[src/rtl/lwc_keyexp_pkg.sv]
package lwc_keyexp_pkg;
   localparam int unsigned KX_WORD   = 64;
   localparam int unsigned KX_ROUNDS = 68;
   localparam int unsigned KX_ZLEN   = 62;
   localparam logic [KX_ZLEN-1:0] KX_ZSEQ =
      62'b10101111011100000011010010011000101000010001111110010110110011;

   typedef enum logic [1:0] {
      KX_IDLE = 2'd0,
      KX_WIND = 2'd1,
      KX_RUN  = 2'd2
   } kx_state_e;
endpackage

[src/rtl/lwc_kx_zseq.sv]
module lwc_kx_zseq #(
   parameter int unsigned      ZLEN = 62,
   parameter logic [ZLEN-1:0]  ZSEQ = '0
) (
   input  logic clk,
   input  logic rst_n,
   input  logic clear_i,
   input  logic fwd_i,
   input  logic bwd_i,
   output logic z_cur_o,
   output logic z_prev_o
);
   localparam int unsigned IW = (ZLEN > 1) ? $clog2(ZLEN) : 1;
   localparam logic [IW-1:0] LAST = IW'(ZLEN - 1);

   generate
      if (ZLEN < 2) begin : g_bad_len
         $error("lwc_kx_zseq: ZLEN must be at least 2");
      end
   endgenerate

   logic [IW-1:0] idx_q;
   logic [IW-1:0] idx_prev;
   logic [IW-1:0] idx_next;

   assign idx_prev = (idx_q == '0)   ? LAST : idx_q - 1'b1;
   assign idx_next = (idx_q == LAST) ? '0   : idx_q + 1'b1;

   // index 0 is the leftmost digit of the sequence
   assign z_cur_o  = ZSEQ[LAST - idx_q];
   assign z_prev_o = ZSEQ[LAST - idx_prev];

   always_ff @(posedge clk or negedge rst_n) begin
      if (!rst_n)       idx_q <= '0;
      else if (clear_i) idx_q <= '0;
      else if (fwd_i)   idx_q <= idx_next;
      else if (bwd_i)   idx_q <= idx_prev;
   end

   p_zidx_range_r3: assert property (@(posedge clk) disable iff (!rst_n)
      idx_q <= LAST);
   p_zidx_clear_r3: assert property (@(posedge clk) disable iff (!rst_n)
      clear_i |=> idx_q == '0);
endmodule

[src/rtl/lwc_kx_step.sv]
module lwc_kx_step #(
   parameter int unsigned WORD  = 64,
   parameter int unsigned ROT_A = 3,
   parameter int unsigned ROT_B = 4
) (
   input  logic [WORD-1:0] lo_i,
   input  logic [WORD-1:0] hi_i,
   input  logic            z_fwd_i,
   input  logic            z_bwd_i,
   output logic [WORD-1:0] next_o,
   output logic [WORD-1:0] prev_o
);
   localparam logic [WORD-1:0] KCONST = {{(WORD-2){1'b1}}, 2'b00};

   generate
      if (ROT_A == 0 || ROT_A >= WORD || ROT_B == 0 || ROT_B >= WORD) begin : g_bad_rot
         $error("lwc_kx_step: rotation amounts must lie in 1..WORD-1");
      end
   endgenerate

   function automatic logic [WORD-1:0] rotr(input logic [WORD-1:0] x, input int unsigned s);
      return (x >> s) | (x << (WORD - s));
   endfunction

   function automatic logic [WORD-1:0] mix(input logic [WORD-1:0] a,
                                           input logic [WORD-1:0] b,
                                           input logic z);
      return a ^ KCONST ^ {{(WORD-1){1'b0}}, z} ^ rotr(b, ROT_A) ^ rotr(b, ROT_B);
   endfunction

   // ascending: (k_i, k_i+1) -> k_i+2 ; descending: (k_i+1, k_i+2) -> k_i
   assign next_o = mix(lo_i, hi_i, z_fwd_i);
   assign prev_o = mix(hi_i, lo_i, z_bwd_i);
endmodule

[src/rtl/lwc_keyexp.sv]
module lwc_keyexp
   import lwc_keyexp_pkg::*;
#(
   parameter int unsigned              WORD      = KX_WORD,
   parameter int unsigned              KEY_WORDS = 2,
   parameter int unsigned              ROUNDS    = KX_ROUNDS,
   parameter int unsigned              ZLEN      = KX_ZLEN,
   parameter logic [KX_ZLEN-1:0]       ZSEQ      = KX_ZSEQ
) (
   input  logic                      clk,
   input  logic                      rst_n,
   input  logic                      load_i,
   input  logic [KEY_WORDS*WORD-1:0] key_i,
   input  logic                      decrypt_i,
   input  logic                      advance_i,
   output logic [WORD-1:0]           rkey_o,
   output logic                      ready_o
);
   localparam int unsigned CW        = $clog2(ROUNDS);
   localparam logic [CW-1:0] LAST_ADV = CW'(ROUNDS - 1);
   localparam logic [CW-1:0] LAST_WND = CW'(ROUNDS - 3);

   generate
      if (KEY_WORDS != 2) begin : g_bad_words
         $error("lwc_keyexp: only a two-word master key is supported");
      end
      if (ROUNDS < 4) begin : g_bad_rounds
         $error("lwc_keyexp: ROUNDS must be at least 4");
      end
      if (ZLEN != KX_ZLEN) begin : g_bad_zlen
         $error("lwc_keyexp: ZLEN must match the constant sequence length");
      end
   endgenerate

   kx_state_e       state_q;
   logic [WORD-1:0] lo_q, hi_q;
   logic [CW-1:0]   cnt_q;
   logic            dec_q;

   logic            at_end;
   logic            step_fwd, step_bwd;
   logic            z_cur, z_prev;
   logic [WORD-1:0] k_next, k_prev;

   assign at_end   = (cnt_q == LAST_ADV);
   assign step_fwd = !load_i && ((state_q == KX_WIND) ||
                     (state_q == KX_RUN && !dec_q && advance_i && !at_end));
   assign step_bwd = !load_i && state_q == KX_RUN && dec_q && advance_i && !at_end;

   lwc_kx_zseq #(.ZLEN(ZLEN), .ZSEQ(ZSEQ)) u_zseq (
      .clk      (clk),
      .rst_n    (rst_n),
      .clear_i  (load_i),
      .fwd_i    (step_fwd),
      .bwd_i    (step_bwd),
      .z_cur_o  (z_cur),
      .z_prev_o (z_prev)
   );

   lwc_kx_step #(.WORD(WORD), .ROT_A(3), .ROT_B(4)) u_step (
      .lo_i    (lo_q),
      .hi_i    (hi_q),
      .z_fwd_i (z_cur),
      .z_bwd_i (z_prev),
      .next_o  (k_next),
      .prev_o  (k_prev)
   );

   always_ff @(posedge clk or negedge rst_n) begin
      if (!rst_n) begin
         state_q <= KX_IDLE;
         lo_q    <= '0;
         hi_q    <= '0;
         cnt_q   <= '0;
         dec_q   <= 1'b0;
      end else if (load_i) begin
         lo_q    <= key_i[WORD-1:0];
         hi_q    <= key_i[2*WORD-1:WORD];
         cnt_q   <= '0;
         dec_q   <= decrypt_i;
         state_q <= decrypt_i ? KX_WIND : KX_RUN;
      end else if (step_fwd) begin
         lo_q <= hi_q;
         hi_q <= k_next;
         if (state_q == KX_WIND) begin
            if (cnt_q == LAST_WND) begin
               cnt_q   <= '0;
               state_q <= KX_RUN;
            end else begin
               cnt_q <= cnt_q + 1'b1;
            end
         end else begin
            cnt_q <= cnt_q + 1'b1;
         end
      end else if (step_bwd) begin
         hi_q  <= lo_q;
         lo_q  <= k_prev;
         cnt_q <= cnt_q + 1'b1;
      end
   end

   assign ready_o = (state_q == KX_RUN);
   assign rkey_o  = dec_q ? hi_q : lo_q;

   p_enc_start_r1: assert property (@(posedge clk) disable iff (!rst_n)
      load_i && !decrypt_i |=> ready_o && rkey_o == $past(key_i[WORD-1:0]));
   p_fwd_shift_r4: assert property (@(posedge clk) disable iff (!rst_n)
      ready_o && !dec_q && advance_i && !load_i && !at_end |=> rkey_o == $past(hi_q));
   p_bwd_shift_r6: assert property (@(posedge clk) disable iff (!rst_n)
      ready_o && dec_q && advance_i && !load_i && !at_end |=> hi_q == $past(lo_q));
   p_dec_wait_r5: assert property (@(posedge clk) disable iff (!rst_n)
      load_i && decrypt_i |=> !ready_o);
   p_wind_bound_r5: assert property (@(posedge clk) disable iff (!rst_n)
      state_q == KX_WIND |-> cnt_q <= LAST_WND);
   p_end_hold_r8: assert property (@(posedge clk) disable iff (!rst_n)
      ready_o && at_end && !load_i |=> $stable(rkey_o) && ready_o);
   p_idle_hold_r11: assert property (@(posedge clk) disable iff (!rst_n)
      ready_o && !advance_i && !load_i |=> $stable(rkey_o) && ready_o);
   p_no_start_r10: assert property (@(posedge clk) disable iff (!rst_n)
      state_q == KX_IDLE && !load_i |=> !ready_o);
endmodule

[config.mk]
export PLATFORM = sky130hd
export DESIGN_NAME = lwc_keyexp
export DESIGN_NICKNAME = d
export VERILOG_FILES = /design/src/rtl/lwc_keyexp_pkg.sv /design/src/rtl/lwc_kx_zseq.sv /design/src/rtl/lwc_kx_step.sv /design/src/rtl/lwc_keyexp.sv
export SDC_FILE = /design/constraint.sdc
export NUM_CORES = 1
export LEC_CHECK = 0
export ABC_AREA = 1
export CAP_MARGIN = 20
export CORE_MARGIN = 10
export CORE_UTILIZATION = 49
export DETAILED_ROUTE_END_ITERATION = 7
export GPL_TIMING_DRIVEN = 0
export MAX_ROUTING_LAYER = met4
export PLACE_DENSITY = 0.76
export SYNTH_ARGS = -nofsm -noshare
export SYNTH_HDL_FRONTEND = slang
export SYNTH_SLANG_ARGS = --single-unit
[constraint.sdc]
create_clock -name clk -period 2.4 [get_ports clk]
set_input_delay 0.48 -clock clk [delete_from_list [all_inputs] [get_ports clk]]
set_output_delay 0.48 -clock clk [all_outputs]
set_load 0.01 [all_outputs]
==> impl_metrics.toml <==
[synthesis]
synth_warnings = 0
synthCells = 1754
synthAdderAreaFrac = 0.01438
yosysTopAreaCell = "dfrtp_1"
synth_area_leaders = "dfrtp_1 32%, nand2_1 17%, o21ai_0 13%"
avgSynthCellArea_sq_um = 6.451
syn-cell-area_sq_um = 11310
synth-seq-cells = 144
synth-edff-count = 0
synth_top_area_frac = 0.3185
yosys.area_share.simple = 0.2770
yosysUniqueCellTypes = 36
muxShareOfSynthArea = 0
synth_async_sr_flop_share = 1.000
yosys.area_share.xor_xnor = 0.1030
synth_ff_type = "dfrtp_1"
synth_fp_nets = 1900
yosysSeqAreaShare = 0.3185
synth-compound-area-share = 0.1910
synth_top_family_by_area = "simple AND/OR/NAND/NOR gates"

[detailed_routing]
firstDrtPassIters = 5
route.antenna.remaining_nets = 0
drt_iter0_markers = 1249
drc = 0
via_per_inst = 5.567
wl_microns = 39550
wire_per_inst_microns = 17.38
vias = 12670

[power_and_ir_drop]
clkPwrFrac = 0.203
total_power_mw = 13.78
p_int_mw = 7.567
comb_power_share = 0.531
vdd_drop_max_uv = 733.3
p_seq_frac = 0.266
switchingPower_mw = 6.214
powerDensity_nw_per_um2 = 957.0
power.leakage_nw = 6.506
switching_share = 0.4509

[timing]
rsz0062_at_grt = "true"
slew_headroom = 0.5812
fin_hold_ws_ns = 0.04009
period_needed_ns = 2.343
fin_skew_ns = 0.01473
worst_slew_pin_slew_ns = 0.6283
setup_violations = 0
fmax_ghz = 0.4269
hold_violations = 0
slew_violations = 0
layout_worst_path_cycle_share = 0.9761

[floorplanning]
fp.dieH_microns = 172.0
io_pins = 198
fp.dieW_microns = 172.0
core_area_sq_um = 22710
row_count = 55
start_util = 0.4982
fp.dieArea_sq_um = 29570

[worst_setup_path]
worst_setup_path_start_kind = "flop"
r2r_start = "u_zseq.idx_q[0]"
r2r_cells = 14
rr_endpoint = "lo_q[0]"
cp-end-kind = "primary output"
cp.required_ns = 1.92
startpoint = "dec_q"
crit_path_max_fanout = 10
arrival_ns = 1.86
reg2reg_slack_ns = 0.12
critical_path_class = "reg -> out"

[clocking]
clkLatencyLatePin_ns = 0.44
cts_max_level = 4
cts_sinks = 144
numCtsBuffers = 17
cts_tree = "yes"
clk_path_buf_depth = 2
hold_buffers = 0
cts_root_buf = "clkbuf_16"
clk_pin_slew_ns = 0.07

[grt]
antenna_found_initial = 0
grt_pass1_vias = 12080
track_usage = 0.2712
grt_pass1_wl_microns = 62710
grt_start_max_net_pins = 88
gr-total-overflow = 0

[finish]
n_antenna_cell = 0
final_common_cell = "nand2_1"
fin_cells = 2275
syn_to_final_growth_pct = 27.28
final_nets = 2123
drive_above_1_share = 0.06683
mostFrequentLayoutCells = "512 x nand2_1, 279 x o21ai_0, 147 x nor2_1"

[placed_design]
dp_hpwl_microns = 29300
place_inst = 2236
port_buffers = 196
gp_congestion = 0.9368

[job]
maxCapViolCount = 0

[min_path]
hold_path.class = "in -> async"

[run_status]
status = "finished clean"
state kept, by name (all words and copies together) (netlist names):
register,flops
cnt_q,7
dec_q,1
hi_q,64
lo_q,64
state_q,2
u_zseq.idx_q,6
what timing repair did:
item                                    in CTS  in global routing
pin swaps                                    1                  2
resized for setup                          130                 56
setup buffers                                5                  2
endpoints found under the setup margin      65                 36
gates cloned                                 0                  0
Yosys cell counts (all sizes together), types with 2 or more instances:
library cell	n
nand3	99
clkbuf	88
buf	59
inv	110
nand4	6
a21oi	75
xor2	72
ha	13
clkinv	2
nor3	4
nor2	150
a31oi	3
dfrtp	144
o22ai	4
o21ai	336
xnor2	61
nand2	518
o211ai	5
metrics by stage:
step | setup WS (ns) | setup TNS [ns] | util | cell area, sq um
finish | 0.05737 | 0 | 0.6342 | 14400
global route | -0.04500 | -0.04500 | 0.6342 | 14400
CTS | -0.005416 | -0.005416 | 0.6325 | 14360
detailed placement | -0.7830 | -28.97 | 0.6016 | 13660
global placement | -5.408 | -802.63 | 0.6003 | 13630
floorplan | 0.03453 | 0 | - | 11310
power groups by stage:
stage               sequential (mW)  combinational (mW)  clock, mW
floorplan                      3.51                4.85          0
detailed placement             3.68                6.97          0
CTS                            3.64                7.05       2.80
global placement               3.66                6.82          0
finish                         3.66                7.32       2.80
global route                   3.73                8.22       2.91
metal layers:
layer  vias up  track usage  share of wire
met3        59      0.04993          0.086
met4         0      0.08358          0.020
met2       601       0.4195           0.46
met1      5940       0.3543           0.43
li1       6065            -              -
met5         -            -              0
critical path, cell delays in order, from the launching register on:
cell             delay (ns)
dfrtp_2                0.42
clkbuf_16              0.18
clkbuf_8               0.18
buf_4                  0.18
nand2_1                0.06
o21ai_0                0.12
clkdlybuf4s15_1        0.29
how the worst max path moves through the flow:
stage / endpoint / slack [ns] / cells after the start
final: rkey_o[45] / 0.06 / 6
after global routing: lo_q[0] / -0.04 / 16
after CTS: rkey_o[53] / -0.005 / 4
after detailed placement: rkey_o[58] / -0.78 / 6
after global placement: lo_q[18] / -5.41 / 1
after floorplan: lo_q[0] / 0.03 / 17
kinds of logic (layout without fill, tap and decap cells):
family / count (synthesis) / after routing
buffers and inverters: 259 / 495
flip-flops: 144 / 144
adder cells (fa/ha/maj): 13 / 13
XOR/XNOR: 133 / 133
AND/OR/NAND/NOR: 779 / 779
AO/OA/AOI/OAI: 426 / 426
layout make-up:
cell class	count	area (sq um)
buffer	147	758.2
clock buffer	19	452.9
clock inverter	13	152.6
fill	2105	8308
inverter	112	434.2
multi-input combinational	1351	6709
sequential	144	3606
tap	285	356.6
timing repair buffer	204	1932
Note: power is estimated with default switching activity, not from simulation.
